$ cat src/rtl/polysub_pkg.sv
// Shared constants and types for the streaming modular subtractor.
// Assumes a single fixed modulus and coefficient width across the block.
package polysub_pkg;
    localparam int COEF_W  = 12;
    localparam int MOD_Q   = 3329;
    localparam int N_DEF   = 256;
    typedef logic [COEF_W-1:0] coef_t;
endpackage

$ cat src/rtl/polysub_seq.sv
// Index sequencer: issues one read index per cycle after start, keeps a
// one-cycle-delayed valid/index pair for the writeback, and raises done one
// cycle after the final write is presented. Assumes banks with one-cycle read latency.
module polysub_seq #(
    parameter int N_COEF = polysub_pkg::N_DEF,
    localparam int IDX_W = $clog2(N_COEF),
    localparam int CNT_W = IDX_W + 1
) (
    input  logic             clk,
    input  logic             rst_n,
    input  logic             start_i,
    output logic [IDX_W-1:0] rd_idx_o,
    output logic             wb_valid_o,
    output logic [IDX_W-1:0] wb_idx_o,
    output logic             done_o
);
    logic [CNT_W-1:0] cnt_q;
    logic             busy_q;
    logic             issue;

    assign issue    = busy_q && (cnt_q < CNT_W'(N_COEF));
    assign rd_idx_o = cnt_q[IDX_W-1:0];

    // Advance the read index, delay valid/index by one cycle, flag completion.
    always_ff @(posedge clk) begin
        if (!rst_n) begin
            cnt_q      <= '0;
            busy_q     <= 1'b0;
            wb_valid_o <= 1'b0;
            wb_idx_o   <= '0;
            done_o     <= 1'b0;
        end else if (start_i) begin
            cnt_q      <= '0;
            busy_q     <= 1'b1;
            wb_valid_o <= 1'b0;
            done_o     <= 1'b0;
        end else begin
            wb_valid_o <= issue;
            if (issue) begin
                wb_idx_o <= cnt_q[IDX_W-1:0];
                cnt_q    <= cnt_q + 1'b1;
            end
            if (busy_q && cnt_q == CNT_W'(N_COEF)) begin
                busy_q <= 1'b0;
                done_o <= 1'b1;
            end
        end
    end

    // consecutive issued indices step by exactly one
    assert_addr_step_R3: assert property (@(posedge clk) disable iff (!rst_n)
        (issue && !start_i && cnt_q < CNT_W'(N_COEF - 1)) |=>
            (issue && rd_idx_o == IDX_W'($past(rd_idx_o) + 1'b1)));

    // no writeback strobe while done is held
    assert_no_write_when_done_R5: assert property (@(posedge clk) disable iff (!rst_n)
        done_o |-> !wb_valid_o);
endmodule

$ cat src/rtl/polysub_alu.sv
// Modular subtract: (a - b) mod Q with a borrow-driven single correction.
// Assumes both operands already lie in [0, Q-1].
module polysub_alu #(
    parameter int W = polysub_pkg::COEF_W,
    parameter int Q = polysub_pkg::MOD_Q
) (
    input  logic         clk,
    input  logic         rst_n,
    input  logic         chk_en_i,
    input  logic [W-1:0] a_i,
    input  logic [W-1:0] b_i,
    output logic [W-1:0] y_o
);
    logic [W:0] diff;

    // Form the widened difference and add Q back when it borrowed.
    always_comb begin
        diff = {1'b0, a_i} - {1'b0, b_i};
        y_o  = diff[W] ? (diff[W-1:0] + W'(Q)) : diff[W-1:0];
    end

    // every written result is fully reduced
    assert_result_reduced_R2: assert property (@(posedge clk) disable iff (!rst_n)
        chk_en_i |-> (y_o < W'(Q)));
endmodule

$ cat src/rtl/polysub_stream.sv
// Top: streams a 256-coefficient polynomial subtract across two single-port
// banks, reading both at the same index and writing the result in place into
// the subtrahend bank. Assumes one-cycle read latency and reduced operands.
module polysub_stream #(
    parameter int N_COEF = polysub_pkg::N_DEF,
    parameter int COEF_W = polysub_pkg::COEF_W,
    parameter int MOD_Q  = polysub_pkg::MOD_Q,
    localparam int IDX_W = $clog2(N_COEF)
) (
    input  logic              clk,
    input  logic              rst_n,
    input  logic              start_i,
    output logic [IDX_W-1:0]  rd_addr_a_o,
    output logic [IDX_W-1:0]  rd_addr_b_o,
    input  logic [COEF_W-1:0] rd_data_a_i,
    input  logic [COEF_W-1:0] rd_data_b_i,
    output logic              wr_en_o,
    output logic [IDX_W-1:0]  wr_addr_o,
    output logic [COEF_W-1:0] wr_data_o,
    output logic              done_o
);
    logic [IDX_W-1:0] rd_idx;
    logic             wb_valid;
    logic [IDX_W-1:0] wb_idx;

    polysub_seq #(.N_COEF(N_COEF)) u_seq (
        .clk        (clk),
        .rst_n      (rst_n),
        .start_i    (start_i),
        .rd_idx_o   (rd_idx),
        .wb_valid_o (wb_valid),
        .wb_idx_o   (wb_idx),
        .done_o     (done_o)
    );

    polysub_alu #(.W(COEF_W), .Q(MOD_Q)) u_alu (
        .clk      (clk),
        .rst_n    (rst_n),
        .chk_en_i (wb_valid),
        .a_i      (rd_data_a_i),
        .b_i      (rd_data_b_i),
        .y_o      (wr_data_o)
    );

    // Same index to both banks; write strobe and index come from the delay stage.
    assign rd_addr_a_o = rd_idx;
    assign rd_addr_b_o = rd_idx;
    assign wr_en_o     = wb_valid;
    assign wr_addr_o   = wb_idx;

    // a write follows each issued read after one cycle, at the same index
    assert_write_follows_read_R4: assert property (@(posedge clk) disable iff (!rst_n)
        wr_en_o |-> (wr_addr_o == $past(rd_addr_b_o)));

    // done follows the final write by one cycle
    assert_done_after_last_R6: assert property (@(posedge clk) disable iff (!rst_n)
        (wr_en_o && wr_addr_o == IDX_W'(N_COEF - 1) && !start_i) |=> done_o);

    // nothing is written or flagged during reset
    assert_reset_quiet_R1: assert property (@(posedge clk)
        !rst_n |=> (!wr_en_o && !done_o));
endmodule

$ cat config.mk
export PLATFORM = sky130hd
export DESIGN_NAME = polysub_stream
export DESIGN_NICKNAME = d
export VERILOG_FILES = /design/src/rtl/polysub_pkg.sv /design/src/rtl/polysub_seq.sv /design/src/rtl/polysub_alu.sv /design/src/rtl/polysub_stream.sv
export SDC_FILE = /design/constraint.sdc
export NUM_CORES = 1
export LEC_CHECK = 0
export BUFFER_PORTS_ARGS = -buffer_cell sky130_fd_sc_hd__buf_2
export CELL_PAD_IN_SITES_DETAIL_PLACEMENT = 0
export CELL_PAD_IN_SITES_GLOBAL_PLACEMENT = 2
export CORE_UTILIZATION = 29
export DETAILED_ROUTE_END_ITERATION = 8
export HOLD_SLACK_MARGIN = 0.03
export PLACE_DENSITY_LB_ADDON = 0.1
export REMOVE_ABC_BUFFERS = 1
export SLEW_MARGIN = 25
export SYNTH_ARGS = -nofsm -noshare
export SYNTH_HDL_FRONTEND = slang
export SYNTH_SLANG_ARGS = --single-unit
$ cat constraint.sdc
create_clock -name clk -period 4.8 [get_ports clk]
set_input_delay 0.48 -clock clk [delete_from_list [all_inputs] [get_ports clk]]
set_output_delay 0.48 -clock clk [all_outputs]
set_load 0.05 [all_outputs]
* Word level (Yosys, flattened, before mapping)
Index checks and enable logic that the tools add are counted.
Widths: inputs -> output; s select.
** Word-level totals
- Input bits :: 27
- Register bits after elaboration :: 20
- Word-level logic and storage cells :: 20
- Output and inout port bits :: 38
** Cells by class
- Equality and inequality tests :: 1
- Reductions and logical operators :: 5
- Order comparisons :: 1
- $add $sub $neg :: 3
- Muxes and demuxes :: 3
- Bitwise operators :: 2
** Operator list (count)
- $sub 12x12->13 :: 1
- $add 12x12->12 const B :: 1
- $mux 12 :: 1
- $add 9x1->9 const B :: 1
- $eq 9x9->1 const B :: 1
- $lt 9x9->1 const B :: 1
- $logic_and 1x1->1 :: 2
- $mux 1 :: 2
- $not 1->1 :: 2
- $reduce_and 2->1 :: 1
- $reduce_bool 2->1 :: 1
- $reduce_or 2->1 :: 1

* Logic depth before layout (Yosys ltp)
- Depth after elaboration :: 4
- Gate-level depth with buffers :: 11
- Depth with buffers taken out :: 11

* By module
From an unflattened synthesis, not the netlist that was laid out.
** Unflattened totals
- Cells, all modules :: 210
- Area total of the unflattened synthesis :: 1769.2 um^2
** Modules (own cells, without submodules)
- polysub_seq :: area an instance 923.4 um^2, seq. area each 400.4 um^2, cells each 95, times used 1
- polysub_alu :: area an instance 785.8 um^2, seq. area each 0.0 um^2, cells each 107, times used 1
- polysub_stream :: area an instance 60.1 um^2, seq. area each 0.0 um^2, cells each 8, times used 1

* Least setup slack after synthesis
Ideal clock, no wire load.
- Kind :: input to output
- From :: input rd_data_a_i[0]
- To :: output wr_data_o[11]
- Slack :: 1155 ps
- Cell stages on the path :: 11
- Arrival :: 3165 ps
- Path buffers :: 0
- Required time :: 4320 ps
- Cells stage by stage :: inv_1 ha_1 inv_1 fa_1 a21o_1 a221oi_2 xnor2_1 nand3_2 o31ai_2 a211oi_2 xnor2_1
** On the way
- Longest elaborated chain between the ends :: 3
** RTL lines
- from (decl) :: RTL line polysub_stream.sv:15 : input logic [COEF_W-1:0] rd_data_a_i,
- $sub 12x12->13 * :: RTL line polysub_alu.sv:18 : diff = {1'b0, a_i} - {1'b0, b_i};
- $add 12x12->12 :: RTL line polysub_alu.sv:19 : y_o = diff[W] ? (diff[W-1:0] + W'(Q)) : diff[W-1:0];
- $mux 12 * :: RTL line polysub_alu.sv:19
- to (decl) :: RTL line polysub_stream.sv:19 : output logic [COEF_W-1:0] wr_data_o,
Mark *: on every way between the ends. The rest lies on a longest branch, timed or not.

* Final worst setup path
Same ends and word-level chain as after synthesis.

==> results by group <==
Clock network
  • Clock sink count: 20
  • TritonCTS clock tree: yes
  • CTS root buf: clkbuf_8
  • Worst-Skew Late Latency: roughly 0.26 ns
  • CTS resizes: 0
  • Number of buffers created by CTS: 3
  • Hold_buf cts: 0
  • Worst-path clk slew: 0.07 ns
  • Post-CTS setup buffer count: 0
  • Clk buf depth: 2
  • H-tree depth: 1

Synth
  • Post-Synthesis Cell Area: approximately 1700 µm²
  • FF+latch count, synth: 20
  • Biggest area consumer among synthesized cells: dfxtp_1
  • Number of warnings issued by yosys: 0
  • Share of the synthesized area in the top cell type: a little under a quarter
  • Most area-consuming cells after synthesis: dfxtp_1 23%, ha_1 11%, buf_4 7.0%, xnor2_1 6.6%, xor2_1 6.1%
  • Prevailing post-synth register cell: dfxtp_1
  • Synth Instances: approximately 210
  • Post-synthesis sequential area ratio: 23.3%
  • Mean post-synth cell area: 8.22 µm²
  • Asr flop ratio synth: 0%
  • Count of cell types in the netlist: 41
  • Synth cell count leaders: 20 x dfxtp_1, 18 x inv_1, 17 x nor2_1
  • Post-synth EDFFs: 0
  • Cell with the most instances after synthesis: dfxtp_1

Power and ir drop
  • Switching Share: 43.1%
  • Peak supply drop: about 140 µV
  • Psw: approximately 280 µW
  • Sequential Power Share: about a quarter
  • Gate power share: roughly 49%
  • Power density over cell area: 319 nW/µm²
  • Clk pwr share: ~26%
  • Leak: about 0.001 µW
  • Internal: approximately 380 µW

Setup path
  • CP Max Fanout: 4
  • CP max stage cell: fa_1
  • Worst setup EP type: output port
  • Arrival @ worst endpoint: around 3 ns
  • R2R depth: 5
  • CP cell instances: buf_2, inv_1, ha_1, inv_1, fa_1, a21o_1, a221oi_2, xnor2_1, nand3_2, o31ai_2, a211oi_2, xnor2_1, buf_2
  • Crit path kind: input port to output port
  • Max stage delay on crit path: between 0.3 and 0.4 ns
  • Reg2reg setup slack: between 3 and 4 ns
  • CP required: approximately 4.3 ns
  • Crit start category: input port

Flow run
  • Max Cap Viol: 0

Final layout
  • Multi-input logic area: around 1100 µm²
  • Final net count: between 300 and 400
  • Layout cells sized above 1: 30.7%
  • Fill cells: between 600 and 700
  • Diodes inserted: 0
  • Area added between synthesis and finish: 20.3%
  • Register area: around 400 µm²

Run status
  • Status: finished clean

STA
  • Setup violators final: 0
  • Slew headroom: 68.4%
  • Fmax: approximately 0.29 GHz
  • Period utilization: 72.7%
  • Worst slew pin tran: around 0.47 ns
  • Clock skew: 0.0117 ns
  • RSZ-0062 raised after global routing: no
  • Setup TNS Final: 0 ns
  • Tmin final: about 3.5 ns
  • Slew Limit Fails: 0
  • Final hold vios: 0
  • Fin worst setup slack: 1.31 ns

Routing
  • Via/cell ratio: 4.43
  • Routed wire length: around 3.7 mm
  • Initial DRC count: 16
  • Drt wl/cell: around 11 µm
  • Final ANT Viol Nets: 0
  • Total number of vias: between 1000 and 1500
  • Drt pass-1 iters: 2
  • Residual DRC: 0

Floorplanning
  • DIE AREA: 6240 µm²
  • Die width: 79.0 µm
  • Core Rows: 27
  • Boundary pin count: 65
  • Initial Util: 30.6%
  • Core area: approximately 5600 µm²
  • Die Height: between 70 and 80 µm

Global routing
  • Vias in the first global route: approximately 1300
  • Total track usage: between 10% and 20%
  • Global-route wire length before repair: between 6 and 7 mm
  • Largest net degree at the start of global routing: 13
  • Initial antenna violation count: 0
  • Grt ovf: 0

Worst hold path
  • Hold Crit Depth: 3
  • HP Class: input port to register

Placement
  • Port bufs: 64
  • Pre-CTS setup slack: 1.28 ns
  • Routability cong.: roughly 0.74
  • Dpl hpwl: 3.09 mm
stage by stage:
stage / cells / util, % / area [µm²] / power, µW / hold slack (ns)
6_report: 329 / 36.9 / 2070 / 660 / 0.485
5_1_grt: 329 / 36.9 / 2070 / 698 / 0.514
4_1_cts: 329 / 36.9 / 2070 / 667 / 0.477
3_5_place_dp: 325 / 35.6 / 2000 / 498 / 0.498
3_3_place_gp: 325 / 35.6 / 2000 / 499 / 0.491
2_1_floorplan: 188 / - / 1580 / 430 / 0.472
power groups by stage:
stage	Sequential [µW]	Clock, µW	Combinational [µW]
floorplan	177	0	252
global placement	173	0	327
detailed placement	173	0	325
CTS	169	173	326
global route	169	180	349
finish	169	169	323
critical path: cells and delay by family:
family | cells | cell delay [ns]
AO/OA/AOI/OAI | 4 | 0.98
XOR/XNOR | 2 | 0.38
adder cells (fa/ha/maj) | 2 | 0.55
buffers and inverters | 4 | 0.45
AND/OR/NAND/NOR | 1 | 0.16
cells by family (layout without fill, tap and decap cells):
family | after synthesis | after routing | synth area share, %
and+or+nand+nor | 65 | 65 | 19.3
buffers and inverters | 39 | 87 | 12.1
AOI/OAI and AO/OA | 34 | 34 | 14.3
xor gates and xnor gates | 26 | 26 | 13.7
DFF | 20 | 20 | 23.3
adders and majority gates | 16 | 16 | 12.1
muxes | 9 | 9 | 5.24
cells in the final DEF (no fill, tap or decap), types with 2 or more instances in the layout:
cell type	instances
and2_1	2
or3_1	2
o31a_1	2
and3_1	3
nand3_1	3
dfxtp_1	20
ha_1	15
buf_2	64
nand4_1	6
clkbuf_8	3
nor3_1	2
a21oi_1	13
a31o_2	2
xor2_1	12
o31ai_1	2
o21ai_0	3
mux2i_1	9
nor2b_1	9
nand3b_1	2
nand2_1	14
xnor2_1	13
nor2_1	17
inv_1	18
a21o_1	4
cell type report:
cell class                      instances  share of cell area (%)
Clock buffer                            3                    2.00
Clock inverter                          1                    1.45
Inverter                               18                    3.27
Multi-Input combinational cell        150                    53.7
Sequential cell                        20                    19.4
Tap cell                               72                    4.36
Timing Repair Buffer                   65                    15.9
final timing paths:
| path | startpoint | endpoint |
|---|---|---|
| worst min register to register | u_seq.wb_idx_o[6] | u_seq.wb_idx_o[6] |
| worst min-delay path | start_i | u_seq.busy_q |
| worst max-delay path | rd_data_a_i[0] | wr_data_o[11] |
| worst max register to register | u_seq.busy_q | u_seq.cnt_q[7] |
metal layers:
layer	wire length, µm	up-vias	global-route usage [%]
li1	-	790	-
met1	1790	626	16.0
met2	1710	36	20.3
met3	197	5	1.95
met4	38	0	3.45
met5	0	-	0
sequential cells by signal, indices dropped and copies added, names as in the netlist:
signal	cells
u_seq.busy_q	1
u_seq.cnt_q	9
u_seq.done_o	1
u_seq.wb_idx_o	8
u_seq.wb_valid_o	1
Note: power is estimated with default switching activity, not from simulation.
